==> config.mk <==
export PLATFORM = sky130hd
export DESIGN_NAME = boot_seq
export DESIGN_NICKNAME = d
export VERILOG_FILES = /design/src/rtl/boot_seq_pkg.sv /design/src/rtl/boot_rst_gate.sv /design/src/rtl/boot_cnt.sv /design/src/rtl/boot_seq.sv
export SDC_FILE = /design/constraint.sdc
export NUM_CORES = 1
export LEC_CHECK = 0
export BUFFER_PORTS_ARGS = -buffer_cell sky130_fd_sc_hd__buf_2
export CAP_MARGIN = 0
export CORE_MARGIN = 2
export CORE_UTILIZATION = 36
export CTS_CLUSTER_DIAMETER = 150
export DETAILED_ROUTE_END_ITERATION = 8
export GPL_TIMING_DRIVEN = 0
export PLACE_DENSITY = 0.6
export REMOVE_ABC_BUFFERS = 1
export SETUP_SLACK_MARGIN = 0.5
export SYNTH_ARGS = -nofsm -noshare
export SYNTH_HDL_FRONTEND = slang
export SYNTH_SLANG_ARGS = --single-unit
==> constraint.sdc <==
create_clock -name clk -period 2.7 [get_ports clk]
set_input_delay 0.135 -clock clk [delete_from_list [all_inputs] [get_ports clk]]
set_output_delay 0.135 -clock clk [all_outputs]
set_load 0.01 [all_outputs]
==> src/rtl/boot_seq_pkg.sv <==
package boot_seq_pkg;

  localparam int PSEL_W = 3;

  typedef enum logic [3:0] {
    ST_HOLD    = 4'd0,
    ST_SETTLE  = 4'd1,
    ST_RD_BOOT = 4'd2,
    ST_EV_BOOT = 4'd3,
    ST_RD_TRIG = 4'd4,
    ST_EV_TRIG = 4'd5,
    ST_WR_APP  = 4'd6,
    ST_WR_WDV  = 4'd7,
    ST_WR_WDE  = 4'd8,
    ST_WR_CFG  = 4'd9,
    ST_WAIT    = 4'd10,
    ST_KICK    = 4'd11,
    ST_DONE    = 4'd12,
    ST_ERR     = 4'd13
  } seq_st_e;

  // parameter select codes on the register port
  localparam logic [PSEL_W-1:0] PSEL_BOOT = 3'd0;
  localparam logic [PSEL_W-1:0] PSEL_TRIG = 3'd1;
  localparam logic [PSEL_W-1:0] PSEL_APP  = 3'd2;
  localparam logic [PSEL_W-1:0] PSEL_WDV  = 3'd3;
  localparam logic [PSEL_W-1:0] PSEL_WDE  = 3'd4;
  localparam logic [PSEL_W-1:0] PSEL_CFG  = 3'd7;

endpackage

==> src/rtl/boot_rst_gate.sv <==
// Grants run after HOLD_CYC consecutive edges with both status inputs high.
module boot_rst_gate #(
  parameter int HOLD_CYC = 3
) (
  input  logic clk,
  input  logic rst_n,
  input  logic lock_i,
  input  logic init_i,
  output logic run_o
);

  logic [HOLD_CYC-1:0] sr_q;
  logic                both_ok;

  assign both_ok = lock_i && init_i;

  always_ff @(posedge clk or negedge rst_n) begin
    if (!rst_n) begin
      sr_q <= '0;
    end else if (!both_ok) begin
      sr_q <= '0;
    end else begin
      sr_q <= (sr_q << 1) | HOLD_CYC'(1);
    end
  end

  assign run_o = sr_q[HOLD_CYC-1];

endmodule

==> src/rtl/boot_cnt.sv <==
// Wrapping interval counter; hit marks the last cycle of each LIMIT-cycle window.
module boot_cnt #(
  parameter int LIMIT = 3000
) (
  input  logic clk,
  input  logic rst_n,
  input  logic clr,
  input  logic en,
  output logic hit
);

  localparam int CW = (LIMIT > 1) ? $clog2(LIMIT) : 1;

  logic [CW-1:0] cnt_q;

  assign hit = (cnt_q == CW'(LIMIT - 1));

  always_ff @(posedge clk or negedge rst_n) begin
    if (!rst_n) begin
      cnt_q <= '0;
    end else if (clr) begin
      cnt_q <= '0;
    end else if (en) begin
      cnt_q <= hit ? '0 : cnt_q + 1'b1;
    end
  end

endmodule

==> src/rtl/boot_seq.sv <==
module boot_seq
  import boot_seq_pkg::*;
#(
  parameter int                DATA_W     = 32,
  parameter logic [DATA_W-1:0] BASE_ADDR  = 32'h0001_0000,
  parameter logic [DATA_W-1:0] APP_ADDR   = 32'h00C0_0000,
  parameter logic [DATA_W-1:0] WD_TIMEOUT = 32'h0000_0138,
  parameter int                SETTLE_CYC = 3000,
  parameter int                KICK_CYC   = 32000,
  parameter int                HOLD_CYC   = 3,
  parameter int                RETRY_MAX  = 3
) (
  input  logic              clk,
  input  logic              rst_n,
  input  logic              clk_locked,
  input  logic              init_done,
  input  logic              ru_busy,
  input  logic [DATA_W-1:0] ru_rdata,
  output logic              ru_rd,
  output logic              ru_wr,
  output logic [PSEL_W-1:0] ru_param,
  output logic [DATA_W-1:0] ru_wdata,
  output logic              wdog_kick,
  output logic [3:0]        seq_state,
  output logic              seq_done,
  output logic              seq_err
);

  localparam int RTW = (RETRY_MAX > 0) ? $clog2(RETRY_MAX + 1) : 1;

  seq_st_e           state_q, state_d;
  seq_st_e           ret_q, ret_d, after_cmd;
  logic              seen_q, seen_d;
  logic [RTW-1:0]    retry_q, retry_d;
  logic [DATA_W-1:0] rdata_q;
  logic              cap_en;
  logic              run;
  logic              settle_hit, kick_hit;
  logic              cmd_rd, cmd_wr;
  logic [PSEL_W-1:0] cmd_psel;
  logic [DATA_W-1:0] cmd_data;
  logic              rd_all1;
  logic              retry_out;

  boot_rst_gate #(.HOLD_CYC(HOLD_CYC)) gate_i (
    .clk    (clk),
    .rst_n  (rst_n),
    .lock_i (clk_locked),
    .init_i (init_done),
    .run_o  (run)
  );

  boot_cnt #(.LIMIT(SETTLE_CYC)) settle_cnt_i (
    .clk   (clk),
    .rst_n (rst_n),
    .clr   (state_q != ST_SETTLE),
    .en    (state_q == ST_SETTLE),
    .hit   (settle_hit)
  );

  boot_cnt #(.LIMIT(KICK_CYC)) kick_cnt_i (
    .clk   (clk),
    .rst_n (rst_n),
    .clr   (state_q != ST_KICK),
    .en    (state_q == ST_KICK),
    .hit   (kick_hit)
  );

  assign rd_all1   = &rdata_q;
  assign retry_out = (retry_q == RTW'(RETRY_MAX));

  // next-state logic
  always_comb begin
    state_d   = state_q;
    ret_d     = ret_q;
    seen_d    = seen_q;
    retry_d   = retry_q;
    cap_en    = 1'b0;
    cmd_rd    = 1'b0;
    cmd_wr    = 1'b0;
    cmd_psel  = PSEL_BOOT;
    cmd_data  = '0;
    after_cmd = ST_HOLD;

    unique case (state_q)
      ST_HOLD:   state_d = ST_SETTLE;
      ST_SETTLE: if (settle_hit) state_d = ST_RD_BOOT;
      ST_RD_BOOT: begin
        cmd_rd = 1'b1; cmd_psel = PSEL_BOOT; after_cmd = ST_EV_BOOT;
      end
      ST_RD_TRIG: begin
        cmd_rd = 1'b1; cmd_psel = PSEL_TRIG; after_cmd = ST_EV_TRIG;
      end
      ST_WR_APP: begin
        cmd_wr = 1'b1; cmd_psel = PSEL_APP; cmd_data = APP_ADDR; after_cmd = ST_WR_WDV;
      end
      ST_WR_WDV: begin
        cmd_wr = 1'b1; cmd_psel = PSEL_WDV; cmd_data = WD_TIMEOUT; after_cmd = ST_WR_WDE;
      end
      ST_WR_WDE: begin
        cmd_wr = 1'b1; cmd_psel = PSEL_WDE; cmd_data = DATA_W'(1); after_cmd = ST_WR_CFG;
      end
      ST_WR_CFG: begin
        cmd_wr = 1'b1; cmd_psel = PSEL_CFG; cmd_data = DATA_W'(1); after_cmd = ST_DONE;
      end
      ST_WAIT: begin
        if (ru_busy) begin
          seen_d = 1'b1;
        end else if (seen_q) begin
          state_d = ret_q;
          cap_en  = 1'b1;
        end
      end
      ST_EV_BOOT, ST_EV_TRIG: begin
        if (rd_all1) begin
          if (retry_out) begin
            state_d = ST_ERR;
          end else begin
            retry_d = retry_q + 1'b1;
            state_d = ST_SETTLE;
          end
        end else if (state_q == ST_EV_BOOT) begin
          state_d = (rdata_q == BASE_ADDR) ? ST_RD_TRIG : ST_KICK;
        end else begin
          state_d = (rdata_q == '0) ? ST_WR_APP : ST_DONE;
        end
      end
      default: state_d = state_q;
    endcase

    if ((cmd_rd || cmd_wr) && !ru_busy) begin
      state_d = ST_WAIT;
      ret_d   = after_cmd;
      seen_d  = 1'b0;
    end
  end

  // state registers
  always_ff @(posedge clk or negedge rst_n) begin
    if (!rst_n) begin
      state_q <= ST_HOLD;
      ret_q   <= ST_HOLD;
      seen_q  <= 1'b0;
      retry_q <= '0;
    end else if (!run) begin
      state_q <= ST_HOLD;
      ret_q   <= ST_HOLD;
      seen_q  <= 1'b0;
      retry_q <= '0;
    end else begin
      state_q <= state_d;
      ret_q   <= ret_d;
      seen_q  <= seen_d;
      retry_q <= retry_d;
    end
  end

  always_ff @(posedge clk or negedge rst_n) begin
    if (!rst_n) begin
      rdata_q <= '0;
    end else if (cap_en) begin
      rdata_q <= ru_rdata;
    end
  end

  assign ru_rd     = cmd_rd && !ru_busy;
  assign ru_wr     = cmd_wr && !ru_busy;
  assign ru_param  = (ru_rd || ru_wr) ? cmd_psel : '0;
  assign ru_wdata  = ru_wr ? cmd_data : '0;
  assign wdog_kick = (state_q == ST_KICK) && kick_hit;
  assign seq_state = state_q;
  assign seq_done  = (state_q == ST_KICK) || (state_q == ST_DONE);
  assign seq_err   = (state_q == ST_ERR);

endmodule

* Word-level counts from Yosys, hierarchy flattened
Index checks and enable logic that the tools add are counted.
** Operators by class
- Equal/unequal tests :: 29
- $add $sub $neg :: 3
- Reductions and logical operators :: 21
- Multiplexer cells :: 38
** Operators with widths (number)
- $pmux 24 s3 :: 1
- $mux 4 :: 12
- $mux 15 :: 3
- $mux 12 :: 3
- $eq 32x17->1 const B :: 1
- $logic_not 32->1 :: 1
- $mux 32 :: 1
- $reduce_and 32->1 :: 1
- $eq 4x4->1 const B :: 6
- $pmux 4 s6 :: 1
- $eq 4x3->1 const B :: 4
- $ne 4x4->1 const B :: 4
- $pmux 4 s4 :: 1
- $add 15x1->15 const B :: 1
- $eq 15x15->1 const B :: 1
- $pmux 3 s5 :: 1
- $add 12x1->12 const B :: 1
- $eq 12x12->1 const B :: 1
- $mux 1 :: 9
- $eq 4x2->1 const B :: 2
- $mux 2 :: 4
- $ne 2x2->1 const B :: 4
- $mux 3 :: 2
- $ne 3x3->1 const B :: 2
- 15 further kinds :: 24
** Storage, ports and cells
- Register bits :: 73
- Bits of input ports :: 37
- Output and inout bits :: 44
- Logic and storage cells :: 99

* Logic depth before layout (Yosys ltp)
- Depth in word-level cells :: 7
- Depth in mapped cells :: 7
- Depth with buffers taken out :: 6

* Cells and area by module
From an unflattened synthesis, not the netlist that was laid out.
** Second synthesis, totals
- Cell total of the unflattened synthesis :: 504
- Area, all modules :: 4336.7 µm²
** By module, submodules not included
- boot_seq :: instances 1, sequential area each 1076.0 µm², area an instance 2632.5 µm², cells an instance 336
- boot_cnt (kick_cnt_i) :: instances 1, sequential area each 375.4 µm², area an instance 869.6 µm², cells an instance 88
- boot_cnt (settle_cnt_i) :: instances 1, sequential area each 300.3 µm², area an instance 739.5 µm², cells an instance 74
- boot_rst_gate :: instances 1, sequential area each 75.1 µm², area an instance 95.1 µm², cells an instance 6

* Worst setup path before layout
No wires, ideal clock.
- Path type :: register to register
- Start :: register settle_cnt_i.cnt_q[0]
- End :: register state_q[2], in the netlist seq_state[2]
- Setup time :: 0.082 ns
- Stages on the path, launching flop included :: 7
- Buffers on the path :: 0
- Setup slack :: 0.666 ns
- Required time :: 2.618 ns
- Data arrival time :: 1.951 ns
- Clock period less this slack :: 2.034 ns
- Path through :: dfrtp_1 > ha_1 > nand3_2 > or4_4 > a22oi_4 > mux2_2 > o22ai_1
** Between the ends
- Word-level cells in the longest chain between the ends :: 3
** RTL lines
- start, declared :: line boot_cnt.sv:14 : logic [CW-1:0] cnt_q;
- start signal, assigned :: line boot_cnt.sv:24 : cnt_q <= hit ? '0 : cnt_q + 1'b1;
- $eq 12x12->1 :: line boot_cnt.sv:16 : assign hit = (cnt_q == CW'(LIMIT - 1));
- $ne 4x4->1 (no source line)
- $reduce_and 4->1 (no source line)
- end signal, assigned :: line boot_seq.sv:151 : state_q <= state_d;
- end, declared :: line boot_seq.sv:31 : seq_st_e state_q, state_d;
No other way between the ends.
A chain may end at the register's enable or synchronous reset.

* Worst setup path in the final report
Ends and elaborated chain as after synthesis.

==> impl_metrics.json <==
{
  "status": "complete, no violations",
  "path_class": "reg -> reg",
  "slowest_delay_ns": 0.56,
  "fp-row-count": 37,
  "synth_area_um2": 3850,
  "synth_area_per_cell_um2": 10.2,
  "cts_tree": "done",
  "p_sw_share_pct": 22.2,
  "die_w_um": 107,
  "cts_sinks": 73,
  "crit_family": "simple AND/OR/NAND/NOR gates",
  "slew_headroom_pct": 62.7,
  "worst-path-stages": 6,
  "cts_root_buf": "clkbuf_8",
  "min_period_ns": 2.12,
  "core-area_um2": 10400,
  "ant_nets": 0,
  "holdCritPathClass": "in -> reg",
  "drc": 0,
  "drtIter0Drc": 89,
  "slowest_stage": "or4_4",
  "fin_cells": 574,
  "ys_warn_count": 0,
  "power_density_nw_per_um2": 447,
  "ios": 81,
  "cts_made_buffers": 9,
  "viasPerCell": 5.03,
  "hpwlAfterDp_um": 5570,
  "fin_nets": 474,
  "fmax_ghz": 0.472,
  "critPathCaptureType": "flop",
  "antenna_found_initial": 0,
  "async_reset_ff_share_pct": 100,
  "critPathRequiredTime_ns": 2.95,
  "die_y_um": 107,
  "drive_gt1_share_pct": 28.5,
  "syn_inst": 377,
  "max-clock-path-buffers": 2,
  "finalWirelength_um": 7870,
  "min_path_cells": 2,
  "place_inst": 550,
  "pwr-share-seq_pct": 55.1,
  "cp_max_fo": 4,
  "arrival_ns": 2.37,
  "ys_seq_elements": 73,
  "crit_buf_inv": 0,
  "rsz0062_at_grt": "no",
  "clk_latency_ns": 0.34,
  "worstMarginPinSlew_ns": 0.559,
  "area_delta_synth_final_pct": 15.4,
  "grt.overflow.total": 0,
  "synth_edf_count": 0,
  "port-buffer-count": 55,
  "crit_chain": "ha_2 -> nand3_2 -> or4_4 -> a22oi_4 -> mux2_2 -> o22ai_1",
  "antenna_cells": 0,
  "grt_pass1_vias": 2689,
  "gp_congestion": 0.768,
  "p_clk_share_pct": 40.8,
  "final_max_slew_viol_count": 0,
  "start_util_pct": 37.1,
  "wl_per_cell_um": 13.7,
  "clkSlewWorstSetupHoldPaths_ns": 0.07,
  "ys_seq_area_share_pct": 47.5,
  "dieArea_um2": 11500,
  "comb_power_share_pct": 4.0,
  "setup_viol": 0,
  "first_pass_iters": 4,
  "synth-main-ff-cell": "dfrtp_1",
  "power.total_mw": 1.99,
  "fin_crit_sh_pct": 78.5,
  "p_leak_nw": 1.99,
  "grt_pass1_wl_um": 13300,
  "p_switching_mw": 0.442,
  "ff2ff_path_depth": 6,
  "num_vias": 2889,
  "p_int_mw": 1.54,
  "grt_max_degree": 56,
  "power.ir.vdd_worst_mv": 0.206,
  "cts_max_level": 3,
  "hold_violations": 0,
  "finClkSkew_ns": 0.00603,
  "synth_cell_types": 49,
  "drv_cap": 0,
  "start_kind": "flop",
  "track_usage_pct": 14.6
}
[sequential cells by signal, summed over array words and instances, names as in the netlist]
signal              cells
rdata_q                32
kick_cnt_i.cnt_q       15
settle_cnt_i.cnt_q     12
ret_q                   4
seq_state               4
gate_i.sr_q             3
retry_q                 2
seen_q                  1
[synth_stat cells, types with 2 or more instances]
cell	count	area share, %
o31ai_1	3	0.59
xor2_1	7	1.6
a32oi_1	2	0.46
buf_1	2	0.20
nand2b_1	6	0.98
a21oi_1	6	0.78
nor3_1	14	1.8
a311oi_1	2	0.46
clkbuf_1	3	0.29
or2_2	2	0.33
o211ai_1	3	0.59
ha_1	3	0.98
xnor2_1	17	3.9
o21ai_0	5	0.65
dfrtp_1	73	47
mux2i_1	3	0.78
nor2_1	46	4.5
nand3_1	14	1.8
nand4bb_1	2	0.59
nor4_1	13	2.1
nor2b_1	3	0.49
nand4_1	20	3.3
buf_4	29	5.7
and3_1	4	0.65
a31oi_1	3	0.49
nand2_1	16	1.6
or3_1	4	0.65
inv_1	10	0.98
mux2_2	33	9.7
buf_2	10	1.3
[cell type report]
cell class                      count  area (µm²)
Tap cell                          136         170
Timing Repair Buffer               66         408
Fill cell                        1023        5930
Inverter                           10        37.5
Sequential cell                    73        1830
Clock buffer                       12         135
Multi-Input combinational cell    274        1820
Clock inverter                      3        42.5
[metrics by stage]
stage | hold slack [ns] | TNS [ns] | worst slack (ns) | utilization (%) | instance area (µm²)
after floorplan | -0.161 | -0.155 | -0.155 | - | 3650
after global placement | 0.367 | -16.54 | -0.915 | 39.5 | 4100
after detailed placement | 0.0385 | -0.210 | -0.192 | 40.1 | 4160
after CTS | 0.000918 | 0 | 0.447 | 42.4 | 4390
after global routing | 0.000690 | 0 | 0.501 | 42.8 | 4440
final | 0.0195 | 0 | 0.582 | 42.8 | 4440
[path summary, 6_finish.rpt]
check / startpoint / end / slack (ns)
min reg2reg: settle_cnt_i.cnt_q[0] / settle_cnt_i.cnt_q[0] / 0.48
min: init_done / gate_i.sr_q[0] / 0.02
min in group asynchronous: rst_n / settle_cnt_i.cnt_q[5] / 0.22
max: settle_cnt_i.cnt_q[0] / seq_state[2] / 0.58
max reg2reg: settle_cnt_i.cnt_q[0] / seq_state[2] / 0.58
max in group asynchronous: rst_n / kick_cnt_i.cnt_q[7] / 1.94
[routing by layer]
| layer | vias up | GRT usage [%] | share of wire (%) |
|---|---|---|---|
| li1 | 1400 | - | - |
| met1 | 1394 | 20.2 | 46 |
| met2 | 87 | 22.2 | 47 |
| met3 | 8 | 3.93 | 5.6 |
| met4 | 0 | 4.67 | 1.3 |
| met5 | - | 0 | 0 |
[power by group through the flow]
stage               registers [mW]  logic, mW  clock network (mW)
CTS                           1.10     0.0803               0.839
global placement              1.12     0.0716                   0
finish                        1.10     0.0801               0.811
floorplan                     1.12     0.0199                   0
detailed placement            1.12     0.0779                   0
global route                  1.09     0.0925               0.902
[placed cells by master (no fill, tap or decap), types with 2 or more instances in the layout]
cell type,n
a21oi_1,6
a311oi_1,2
a31oi_1,3
a32oi_1,2
and3_1,4
buf_16,2
buf_2,54
buf_4,7
clkbuf_1,3
clkbuf_8,9
conb_1,25
dfrtp_1,69
dfrtp_2,3
dlygate4sd3_1,3
ha_2,2
inv_1,10
mux2_2,33
mux2i_1,3
nand2_1,16
nand2b_1,5
nand3_1,14
nand4_1,20
nand4bb_1,2
nor2_1,46
nor2b_1,3
nor3_1,14
nor4_1,12
o211ai_1,3
o21ai_0,5
o31ai_1,3
or2_2,2
or3_1,3
xnor2_1,17
xor2_1,7
[cell families after synthesis]
kind of cell / count (synthesis) / share of synthesized area, %
AO/OA/AOI/OAI: 35 / 6.73
XOR/XNOR: 24 / 5.46
adder cells (fa/ha/maj): 3 / 0.975
buffers and inverters: 54 / 8.42
flip-flops: 73 / 47.5
multiplexers: 36 / 10.4
other: 1 / 0.0974
AND/OR/NAND/NOR: 151 / 20.4
[what timing repair did]
| action | CTS | global route |
|---|---|---|
| resized for setup | 6 | 5 |
| pin swaps | 2 | 2 |
| buffers inserted | 2 | 4 |
| endpoints found under the hold margin | 24 | 1 |
| hold buffers | 2 | 1 |
| endpoints found under the setup margin | 51 | 3 |
(Power assumes the default switching activity.)
